[src/rtl/seq_divider.sv]
module seq_divider #(
  parameter int W = 16
) (
  input  logic         clk,
  input  logic         rst_n,
  input  logic         start,
  input  logic [W-1:0] dividend,
  input  logic [W-1:0] divisor,
  output logic         busy,
  output logic         done,
  output logic [W-1:0] quotient,
  output logic [W-1:0] remainder,
  output logic         div_zero
);
  localparam int CW = $clog2(W + 1);

  typedef enum logic [1:0] {IDLE, RUN, FIX} state_t;

  state_t         st;
  logic [W:0]     prem;
  logic [W-1:0]   qsh;
  logic [W-1:0]   dvs;
  logic [CW-1:0]  cnt;

  logic [W:0] shifted;
  logic [W:0] step;
  logic [W:0] raw2;
  logic [W:0] conv;
  logic [W:0] fixrem;
  logic       neg_end;

  assign shifted = {prem[W-1:0], qsh[W-1]};
  assign step    = prem[W] ? shifted + {1'b0, dvs} : shifted - {1'b0, dvs};
  assign neg_end = prem[W];
  assign raw2    = {1'b1, qsh[W-1:1], 1'b0};
  assign conv    = raw2 - {1'b0, {W{1'b1}}};
  assign fixrem  = prem + {1'b0, dvs};
  assign busy    = (st != IDLE);

  always_ff @(posedge clk) begin
    if (!rst_n) begin
      st        <= IDLE;
      prem      <= '0;
      qsh       <= '0;
      dvs       <= '0;
      cnt       <= '0;
      done      <= 1'b0;
      quotient  <= '0;
      remainder <= '0;
      div_zero  <= 1'b0;
    end else begin
      done <= 1'b0;
      case (st)
        IDLE: begin
          if (start) begin
            if (divisor == '0) begin
              quotient  <= '1;
              remainder <= dividend;
              div_zero  <= 1'b1;
              done      <= 1'b1;
            end else begin
              prem <= '0;
              qsh  <= dividend;
              dvs  <= divisor;
              cnt  <= CW'(W);
              st   <= RUN;
            end
          end
        end
        RUN: begin
          prem <= step;
          qsh  <= {qsh[W-2:0], ~step[W]};
          cnt  <= cnt - 1'b1;
          if (cnt == CW'(1)) st <= FIX;
        end
        FIX: begin
          quotient  <= conv[W-1:0] - {{(W-1){1'b0}}, neg_end};
          remainder <= neg_end ? fixrem[W-1:0] : prem[W-1:0];
          div_zero  <= 1'b0;
          done      <= 1'b1;
          st        <= IDLE;
        end
        default: st <= IDLE;
      endcase
    end
  end
endmodule

[config.mk]
export PLATFORM = sky130hd
export DESIGN_NAME = seq_divider
export DESIGN_NICKNAME = d
export VERILOG_FILES = /design/src/rtl/seq_divider.sv
export SDC_FILE = /design/constraint.sdc
export NUM_CORES = 1
export LEC_CHECK = 0
export BUFFER_PORTS_ARGS = -buffer_cell sky130_fd_sc_hd__buf_2
export CAP_MARGIN = 15
export CELL_PAD_IN_SITES_DETAIL_PLACEMENT = 0
export CELL_PAD_IN_SITES_GLOBAL_PLACEMENT = 1
export CORE_MARGIN = 10
export CORE_UTILIZATION = 48
export CTS_CLUSTER_SIZE = 24
export DETAILED_ROUTE_END_ITERATION = 16
export GPL_ROUTABILITY_DRIVEN = 0
export PLACE_DENSITY_LB_ADDON = 0.1
export SYNTH_ARGS = -nofsm -noshare
export SYNTH_HDL_FRONTEND = slang
export SYNTH_SLANG_ARGS = --single-unit
[constraint.sdc]
create_clock -name clk -period 6.09 [get_ports clk]
set_input_delay 0.609 -clock clk [delete_from_list [all_inputs] [get_ports clk]]
set_output_delay 0.609 -clock clk [all_outputs]
set_load 0.01 [all_outputs]
==> flow_metrics.env, run 1 <==
export IMPL_drc_errors=0
export IMPL_synth_simple_gate_area_share_pct=15.9
export IMPL_tns_ns=0
export IMPL_layout_commonest_cell="dfxtp_1"
export IMPL_crit_fanout=17
export IMPL_synthArstFlopShare_pct=0
export IMPL_area_growth_pct=12.5
export IMPL_worst_hold_path_num_cells=2
export IMPL_ys_flop_type="dfxtp_1"
export IMPL_period_share_pct=56.8
export IMPL_slew_violations=0
export IMPL_clockBufferDepth=2
export IMPL_end_kind="flop"
export IMPL_synthesis_nets=813
export IMPL_synth_edff_count=0
export IMPL_reg2regPathDepth=10
export IMPL_hold_end="quotient[1]"
export IMPL_numCtsBuffers=9
export IMPL_die_x_um=131
export IMPL_dp_hpwl_mm=12.9
export IMPL_grt_util_all_layers_pct=19.6
export IMPL_overflow=0
export IMPL_fin_ws_ns=2.63
export IMPL_peakVddDrop_uv=186
export IMPL_finalNetCount=864
export IMPL_outcome="complete, no violations"
export IMPL_worstMarginPinSlew_ns=0.809
export IMPL_vias=5644
export IMPL_wl_per_cell_um=18.2
export IMPL_layout_common_cells="90 x dfxtp_1, 69 x buf_2, 66 x a21oi_1"
export IMPL_antenna_found_initial=0
export IMPL_synth_area_um2=5930
export IMPL_synth_top_cell_by_area="dfxtp_1"
export IMPL_post_route_cells_drive_above_1_share_pct=13.9
export IMPL_cts_root_buffer="clkbuf_16"
export IMPL_cp_slowest_cell="dfxtp_1"
export IMPL_design_core_area_um2=12100
export IMPL_cts_tree="done"
export IMPL_timing_rr_start="prem[16]"
export IMPL_worst_setup_path_type="flop to flop"
export IMPL_cts_sinks=90
export IMPL_route_met2_wl_mm=8.17
export IMPL_synthAdderAreaFrac_pct=10.6
export IMPL_yosysUniqueCellTypes=65
export IMPL_power_leakage_nw=2.86
export IMPL_clk_latency_ns=0.35
export IMPL_cp_required_ns=6.31
export IMPL_dieArea_um2=17200
export IMPL_fmax_mhz=289
export IMPL_r2r_end="prem[15]"
export IMPL_setup_violations=0
export IMPL_finalCriticalPeriod_ns=3.46
export IMPL_worstHoldStart="quotient[1]"
export IMPL_die_h_um=131
export IMPL_synth_compound_area_share_pct=26.8
export IMPL_arrival_ns=3.68
export IMPL_io_buffers=69
export IMPL_dr_wl_met3_um=867
export IMPL_initial_core_util_pct=49.1
export IMPL_skew_ns=0.00887
export IMPL_grt_pass1_vias=5628
export IMPL_cts_setup_buffers=0
export IMPL_power_total_w=0.00193
export IMPL_synth_xor_area_share_pct=7.54
export IMPL_num_antenna_cells=0
export IMPL_cp_common_cell="o21ai_0"
export IMPL_ant_nets=0
export IMPL_utilization_pct=55.3
export IMPL_hold_buffers=0
export IMPL_hold_violations=0
export IMPL_ys_ff_latch=90
export IMPL_io_pins=70
export IMPL_synth_top_family_by_area="compound AO/OA/AOI/OAI gates"
export IMPL_reg2reg_slack_ns=2.63
export IMPL_htreeDepth=3
export IMPL_start_kind="flop"
export IMPL_clkSlewWorstSetupHoldPaths_ns=0.07
export IMPL_routed_top_layer="met4"
export IMPL_drtPass1Iterations=5
export IMPL_avgSynthCellArea_um2=8.13
export IMPL_crit_path_cell_trace="buf_4, mux2_2, ha_1, a211oi_1, o21ai_0, a31oi_1, o21ai_1, a221oi_1, xor2_1, o21ai_0"
export IMPL_num_rows=40
export IMPL_viasPerCell=5.92
export IMPL_maxSlewHeadroom_pct=45.7
export IMPL_drt_total_wl_mm=17.3
export IMPL_fillers=1166
export IMPL_grt_max_degree=47
export IMPL_cap_violations=0
export IMPL_rsz0062_at_grt="no"
export IMPL_min_path_type="flop to flop"
export IMPL_grt_pass1_wl_mm=28.3
export IMPL_synth_area_mux_share_pct=3.59
export IMPL_slowest_delay_ns=0.67
export IMPL_ys_seq_area_share_pct=30.4
export IMPL_m1WireLength_mm=7.82
export IMPL_place_ws_ns=2.69
export IMPL_synthCells=729
export IMPL_netlist_area_leader_share_pct=30.4
export IMPL_post_cts_resized=0
export IMPL_yosys_warnings=0
export IMPL_p_per_area_nw_per_um2=289
export IMPL_ys_top_cells_by_area="dfxtp_1 30%, ha_1 9.9%, a21oi_1 5.6%, o21ai_0 4.9%, xnor2_1 4.3%"
export IMPL_drt_iter0_drc=332
-- area by class of cell --
type	count	area, um2	area share (%)
Inverter	39	146	2.20
Clock inverter	5	30.0	0.450
Tap cell	168	210	3.15
Clock buffer	11	243	3.64
Sequential cell	90	1800	27.0
Timing Repair Buffer	77	409	6.14
Multi-Input combinational cell	563	3830	57.4
-- layer usage --
layer  vias up  global-route usage [%]
li1       2774                       -
met2       171                    32.9
met4         0                    8.63
met1      2666                    24.1
met3        33                    3.28
met5         -                       0
-- worst max path at each step --
stage / startpoint / to / slack (ns) / depth (start not counted)
4_1_cts: prem[16] / prem[15] / 2.65 / 10
3_3_place_gp: prem[16] / prem[15] / 2.74 / 10
5_1_grt: prem[16] / prem[15] / 2.37 / 10
2_1_floorplan: prem[16] / prem[15] / 3.32 / 11
6_report: prem[16] / prem[15] / 2.63 / 10
3_5_place_dp: prem[16] / prem[15] / 2.69 / 10
-- synthesized netlist by cell type (3+ instances only) --
| master | count |
|---|---|
| o211ai_1 | 3 |
| and2_1 | 4 |
| nor2_1 | 63 |
| a222oi_1 | 13 |
| buf_1 | 6 |
| o31ai_1 | 5 |
| nand2b_1 | 5 |
| ha_1 | 47 |
| nor2b_1 | 9 |
| o21a_1 | 7 |
| a211oi_1 | 26 |
| o22ai_1 | 7 |
| a21oi_1 | 66 |
| dfxtp_1 | 90 |
| buf_2 | 5 |
| xor2_1 | 22 |
| nor3_1 | 21 |
| a221oi_1 | 3 |
| or2_2 | 3 |
| inv_1 | 39 |
| nor4_1 | 6 |
| nand4_1 | 4 |
| nor3b_1 | 3 |
| nand3_1 | 20 |
| clkbuf_1 | 23 |
| o21ai_0 | 58 |
| nand2_1 | 44 |
| o31a_1 | 3 |
| mux2i_1 | 19 |
| o21bai_1 | 6 |
| a31oi_1 | 10 |
| xnor2_1 | 29 |
| a21o_1 | 11 |
-- power by group --
group          switching (W)  internal [W]
Sequential         0.0000675      0.000631
Combinational       0.000397      0.000299
Clock               0.000247      0.000286
-- critical path, delay by kind of cell (launching register included) --
kind / cells / cell delay [ns]
AOI/OAI and AO/OA: 6 / 1.54
DFF: 1 / 0.67
muxes: 1 / 0.36
adders and majority gates: 1 / 0.29
buffers and inverters: 1 / 0.28
xor gates and xnor gates: 1 / 0.17
-- registers in the layout, indices dropped and copies added (netlist names) --
signal	flops
done	1
qsh	16
div_zero	1
dvs	16
remainder	16
st	2
quotient	16
prem	17
cnt	5
-- per-stage QoR --
| step | instance area, um2 | std cells | hold slack, ns |
|---|---|---|---|
| after floorplan | 5930 | 729 | 0.465 |
| after global placement | 6380 | 936 | 0.473 |
| after detailed placement | 6380 | 936 | 0.477 |
| after CTS | 6660 | 952 | 0.492 |
| after global routing | 6670 | 953 | 0.515 |
| final | 6670 | 953 | 0.486 |
-- cell families after synthesis --
logic type               after synthesis
buffers and inverters                 76
flip-flops                            90
XOR/XNOR                              51
AO/OA/AOI/OAI                        246
adder cells (fa/ha/maj)               49
AND/OR/NAND/NOR                      196
multiplexers                          21
(Power assumes the default switching activity.)
==> run 2: changes to the inputs <==
ABC_AREA = 1   (was not set)
CORE_UTILIZATION = 43   (was 48)
clock period = 3.6 ns   (was 6.09 ns; I/O delays follow)
==> run 2 against run 1 <==
Global-route usage is 0.32 points higher. Wire length rose by 18%. Utilization fell by 6.9 points. Largest power group is now combinational logic. Critical endpoint is now qsh[0].
==> flow_metrics.env, run 2 <==
export IMPL_worst_setup_path_type="flop to flop"
export IMPL_rsz0062_at_grt="no"
export IMPL_clockBufferDepth=2
export IMPL_cts_sinks=90
export IMPL_maxSlewHeadroom_pct=60.6
export IMPL_slew_violations=0
export IMPL_yosys_warnings=0
export IMPL_crit_buf_inv=2
export IMPL_drtPass1Iterations=5
export IMPL_worstMarginPinSlew_ns=0.590
export IMPL_finalNetCount=1159
export IMPL_setup_violations=0
export IMPL_vias=6517
export IMPL_numCtsBuffers=9
export IMPL_hold_ws_ns=0.279
export IMPL_die_h_um=144
export IMPL_p_sw_share_pct=43.2
export IMPL_netlist_area_leader_share_pct=27.0
export IMPL_drt_total_wl_mm=20.5
export IMPL_dpl_cell_count=1252
export IMPL_regMostFlops="prem"
export IMPL_area_growth_pct=10.5
export IMPL_yosysUniqueCellTypes=49
export IMPL_io_pins=70
export IMPL_grt_pass1_vias=6241
export IMPL_cp_required_ns=3.84
export IMPL_cp_slowest_cell="dfxtp_1"
export IMPL_ys_flop_type="dfxtp_1"
export IMPL_ys_ff_latch=90
export IMPL_num_rows=45
export IMPL_grt_max_degree=44
export IMPL_num_antenna_cells=0
export IMPL_start_kind="flop"
export IMPL_post_cts_resized=0
export IMPL_cp_common_cell="nand2_1"
export IMPL_design_core_area_um2=15200
export IMPL_p_seq_share_pct=30.9
export IMPL_synth_edff_count=0
export IMPL_crit_fanout=5
export IMPL_period_share_pct=79.0
export IMPL_wl_per_cell_um=16.2
export IMPL_ys_seq_area_share_pct=27.0
export IMPL_clkSlewWorstSetupHoldPaths_ns=0.07
export IMPL_synth_top_cell_by_area="dfxtp_1"
export IMPL_pwr_share_comb_pct=44.1
export IMPL_cts_root_buffer="clkbuf_16"
export IMPL_drc_errors=0
export IMPL_synth_common_cells="238 x nand2_1, 130 x inv_1, 114 x nor2_1"
export IMPL_tns_ns=0
export IMPL_drt_iter0_drc=403
export IMPL_end_kind="flop"
export IMPL_grt_util_all_layers_pct=19.9
export IMPL_dieArea_um2=20900
export IMPL_initial_core_util_pct=43.8
export IMPL_cts_setup_buffers=0
export IMPL_dp_hpwl_mm=15.8
export IMPL_ant_nets=0
export IMPL_slowest_delay_ns=0.34
export IMPL_avgSynthCellArea_um2=6.52
export IMPL_power_internal_w=0.00224
export IMPL_layout_common_cells="238 x nand2_1, 130 x inv_1, 114 x nor2_1"
export IMPL_crit_path_cell_trace="inv_1, nand3_1, nor2_1, nand4_1, nor3_2, nand2_1, nand2_2, xor2_1, ha_1, a21oi_1, nand2_1, nand2_1, nand2_1, inv_1, nand2_1, nand2_1, nand3_2, nand2_1, a21oi_1"
export IMPL_hold_violations=0
export IMPL_utilization_pct=48.4
export IMPL_outcome="complete, no violations"
export IMPL_post_route_cells_drive_above_1_share_pct=13.3
export IMPL_synthesis_nets=1105
export IMPL_skew_ns=0.00663
export IMPL_arrival_ns=3.08
export IMPL_crit_family="simple AND/OR/NAND/NOR gates"
export IMPL_stdcell_count=1268
export IMPL_synthArstFlopShare_pct=0
export IMPL_peakVddDrop_uv=280
export IMPL_power_leakage_nw=3.60
export IMPL_p_clk_share_pct=25.0
export IMPL_viasPerCell=5.14
export IMPL_fillers=1614
export IMPL_cts_tree="done"
export IMPL_ys_top_cells_by_area="dfxtp_1 27%, nand2_1 13%, ha_1 8.8%, inv_1 7.3%, nor2_1 6.4%"
export IMPL_fmax_mhz=352
export IMPL_layout_commonest_cell="nand2_1"
export IMPL_p_sw_w=0.00170
export IMPL_min_path_type="input port to flop"
export IMPL_synthCells=1021
export IMPL_die_x_um=144
export IMPL_htreeDepth=3
export IMPL_finalCriticalPeriod_ns=2.84
export IMPL_power_total_w=0.00395
export IMPL_largest_reg_flops=17
export IMPL_io_buffers=69
export IMPL_synth_area_um2=6660
export IMPL_clk_latency_ns=0.35
export IMPL_p_per_area_nw_per_um2=536
export IMPL_yosysMostFrequentCell="nand2_1"
export IMPL_grt_pass1_wl_mm=32.8
export IMPL_hold_buffers=0
export IMPL_antenna_found_initial=0
export IMPL_cap_violations=0
export IMPL_overflow=0
[run 2: cell types whose count changed in the layout (fill, tap and decap cells not counted), sizes merged, moves of 9 or more]
cell    previous run  this run
nand3             20        69
xnor2             29         4
nor2b              9         0
a21oi             66        94
o21ai             61        79
a211oi            27         0
inv               39       138
nor2              65       123
a222oi            13         0
nor3              22         8
mux2i             19         0
nand2             44       252
[run 2: layout make-up]
type | count | area (um2) | share of cell area [%]
multi-input combinational | 761 | 4110 | 55.8
clock inverter | 7 | 78.8 | 1.07
tap | 188 | 235 | 3.20
sequential | 90 | 1800 | 24.5
inverter | 139 | 531 | 7.21
clock buffer | 9 | 225 | 3.06
timing repair buffer | 74 | 383 | 5.20
[run 2: worst paths after layout]
| kind | to | cells after the start | slack [ns] | from |
|---|---|---|---|---|
| hold reg to reg | div_zero | 2 | 0.46 | div_zero |
| setup / recovery | qsh[0] | 19 | 0.76 | dvs[1] |
| hold / removal | remainder[4] | 3 | 0.28 | dividend[4] |
| setup reg to reg | qsh[0] | 19 | 0.76 | dvs[1] |
[run 2: stage by stage]
| step | setup WS (ns) | area, um2 |
|---|---|---|
| 3_3_place_gp | 0.811 | 7060 |
| 2_1_floorplan | 1.20 | 6660 |
| 4_1_cts | 0.771 | 7360 |
| 6_report | 0.757 | 7360 |
| 3_5_place_dp | 0.796 | 7060 |
| 5_1_grt | 0.480 | 7360 |
[run 2: cell families after synthesis]
family / synth area share, %
and+or+nand+nor: 31.3
DFF: 27.0
AOI/OAI and AO/OA: 17.8
xor gates and xnor gates: 3.16
adders and majority gates: 9.43
buffers and inverters: 11.3
[run 2: worst min-delay path: cells and delay by family]
kind | cells | cell delay, ns
simple gates | 1 | 0.05
buf+inv | 1 | 0.10
compound gates | 1 | 0.07
[run 2: layer usage]
metal  GRT usage, %  wire (um)
met1           27.1      10000
met4           5.11        281
met3           2.82        852
met2           32.3       9370
met5              0          0
[run 2: power by group through the flow]
stage	Sequential, W	Combinational, W	Clock, W
2_1_floorplan	0.00119	0.00137	0
3_3_place_gp	0.00124	0.00172	0
3_5_place_dp	0.00124	0.00172	0
4_1_cts	0.00121	0.00173	0.00101
5_1_grt	0.00123	0.00200	0.00105
6_report	0.00122	0.00174	0.000986
==> run 3: changes to the inputs <==
CORE_UTILIZATION = 38   (was 43)
clock period = 2.5 ns   (was 3.6 ns; I/O delays follow)
==> run 3 against run 2 <==
Combinational power rose by 74%. Total power increased by 56%. Critical path depth decreased by 1. Count of clock-buffer cells in the layout up 1. Largest cell class unchanged. Critical endpoint unchanged. The run now ends with negative setup slack left. Highest routed layer unchanged.
==> flow_metrics.env, run 3 (synthesis results as in run 2) <==
export IMPL_skew_ns=0.0115
export IMPL_dieArea_um2=23200
export IMPL_io_buffers=69
export IMPL_cts_sinks=90
export IMPL_grt_max_degree=44
export IMPL_initial_core_util_pct=38.6
export IMPL_end_kind="flop"
export IMPL_wl_per_cell_um=16.0
export IMPL_setup_violations=6
export IMPL_timing_rr_start="dvs[1]"
export IMPL_arrival_ns=2.89
export IMPL_slew_violations=0
export IMPL_start_kind="flop"
export IMPL_r2r_end="qsh[0]"
export IMPL_power_internal_w=0.00350
export IMPL_cap_violations=0
export IMPL_pwr_share_comb_pct=49.0
export IMPL_clkSlewWorstSetupHoldPaths_ns=0.07
export IMPL_design_core_area_um2=17200
export IMPL_post_route_cells_drive_above_1_share_pct=20.7
export IMPL_power_leakage_nw=3.86
export IMPL_drtPass1Iterations=5
export IMPL_numCtsBuffers=9
export IMPL_worst_hold_path_num_cells=3
export IMPL_num_rows=48
export IMPL_io_pins=70
export IMPL_rsz0062_at_grt="yes"
export IMPL_vias=6687
export IMPL_grt_util_all_layers_pct=18.2
export IMPL_p_sw_share_pct=43.3
export IMPL_p_sw_w=0.00267
export IMPL_worstMarginPinSlew_ns=0.511
export IMPL_peakVddDrop_uv=476
export IMPL_overflow=0
export IMPL_fmax_mhz=378
export IMPL_finalNetCount=1207
export IMPL_grt_pass1_wl_mm=34.5
export IMPL_tns_ns=-0.456
export IMPL_period_share_pct=106
export IMPL_crit_fanout=5
export IMPL_reg2reg_slack_ns=-0.15
export IMPL_dp_hpwl_mm=17.1
export IMPL_regMostFlops="prem"
export IMPL_clockBufferDepth=2
export IMPL_outcome="complete, but fails checks"
export IMPL_die_x_um=152
export IMPL_drt_total_wl_mm=21.6
export IMPL_layout_commonest_cell="nand2_1"
export IMPL_ant_nets=0
export IMPL_clk_latency_ns=0.35
export IMPL_worst_setup_path_type="flop to flop"
export IMPL_p_per_area_nw_per_um2=780
export IMPL_htreeDepth=3
export IMPL_layout_common_cells="226 x nand2_1, 126 x inv_1, 112 x nor2_1"
export IMPL_p_seq_share_pct=28.2
export IMPL_drt_iter0_drc=359
export IMPL_cp_required_ns=2.74
export IMPL_largest_reg_flops=17
export IMPL_p_clk_share_pct=22.8
export IMPL_drc_errors=0
export IMPL_fin_ws_ns=-0.147
export IMPL_viasPerCell=4.94
export IMPL_finalCriticalPeriod_ns=2.65
export IMPL_hold_violations=0
export IMPL_die_h_um=152
export IMPL_hold_ws_ns=0.165
export IMPL_antenna_found_initial=0
export IMPL_area_growth_pct=18.8
export IMPL_violations="negative setup slack"
export IMPL_fillers=1822
export IMPL_hold_end="dvs[10]"
export IMPL_num_antenna_cells=0
export IMPL_grt_pass1_vias=6453
export IMPL_reg2regPathDepth=18
export IMPL_cts_tree="done"
export IMPL_cts_root_buffer="clkbuf_16"
export IMPL_maxSlewHeadroom_pct=65.9
export IMPL_worstHoldStart="divisor[10]"
export IMPL_min_path_type="input port to flop"
run 3: cell types whose count changed in the layout (fill, tap and decap cells not counted), sizes merged:
cell	before	now
clkbuf	9	10
bufinv	1	0
buf	74	122
clkinvlp	3	1
inv	138	142
clkinv	4	2
run 3: metal layers:
layer	vias to the layer above	wire [um]	track usage [%]
li1	3536	-	-
met1	3007	10400	24.5
met2	127	9830	29.3
met3	17	1020	3.05
met4	0	347	4.68
met5	-	0	0
run 3: critical path, stage by stage, from the launching register on:
cell and delay [ns]:
dfxtp_2 0.33, inv_2 0.07, nand3_2 0.09, nor2_2 0.14, nand4_1 0.15, nor3_2 0.28
nand2_1 0.10, nand2_2 0.12, xor2_1 0.08, ha_1 0.37, nand2_1 0.09, inv_2 0.07
nand2_1 0.12, nor3_4 0.18, a21oi_2 0.08, nand2_1 0.08, nand3_2 0.10, nand2_2 0.08
a21oi_2 0.04
run 3: repair_timing:
item	CTS	global route
pin swaps	5	14
cloned	0	0
setup buffers	2	2
gates resized for setup	16	34
setup endpoints to repair	8	12
hold buffers	0	0
run 3: power groups by stage:
stage          combinational [W]  clock, W  sequential [W]
6_report                 0.00303   0.00141         0.00174
5_1_grt                  0.00341   0.00150         0.00176
4_1_cts                  0.00285   0.00144         0.00173
3_5_place_dp             0.00279         0         0.00176
3_3_place_gp             0.00280         0         0.00177
2_1_floorplan            0.00198         0         0.00171
run 3: final cells by class:
class | instances | area (um2) | area share (%)
Multi-Input combinational cell | 761 | 4250 | 53.7
Inverter | 139 | 531 | 6.70
Tap cell | 225 | 282 | 3.56
Sequential cell | 90 | 1810 | 22.8
Timing Repair Buffer | 122 | 756 | 9.55
Clock buffer | 10 | 239 | 3.02
Clock inverter | 6 | 53.8 | 0.680
run 3: through the flow:
step                      utilization, %  area [um2]  std cells  total power, W  setup WS [ns]
after global routing                45.9        7910       1353         0.00667         -0.347
final                               45.9        7910       1353         0.00617         -0.147
after global placement              43.2        7450       1333         0.00456        -0.0971
after CTS                           45.2        7790       1351         0.00603        -0.0558
after floorplan                        -        6660       1021         0.00369         0.0984
after detailed placement            43.2        7450       1333         0.00455         -0.159
run 3: worst max path at each step:
stage	slack [ns]	endpoint	start
5_1_grt	-0.35	qsh[0]	dvs[2]
3_5_place_dp	-0.16	qsh[0]	dvs[0]
3_3_place_gp	-0.1	qsh[0]	dvs[0]
6_report	-0.15	qsh[0]	dvs[1]
4_1_cts	-0.06	qsh[0]	dvs[1]
2_1_floorplan	0.1	qsh[0]	dvs[1]
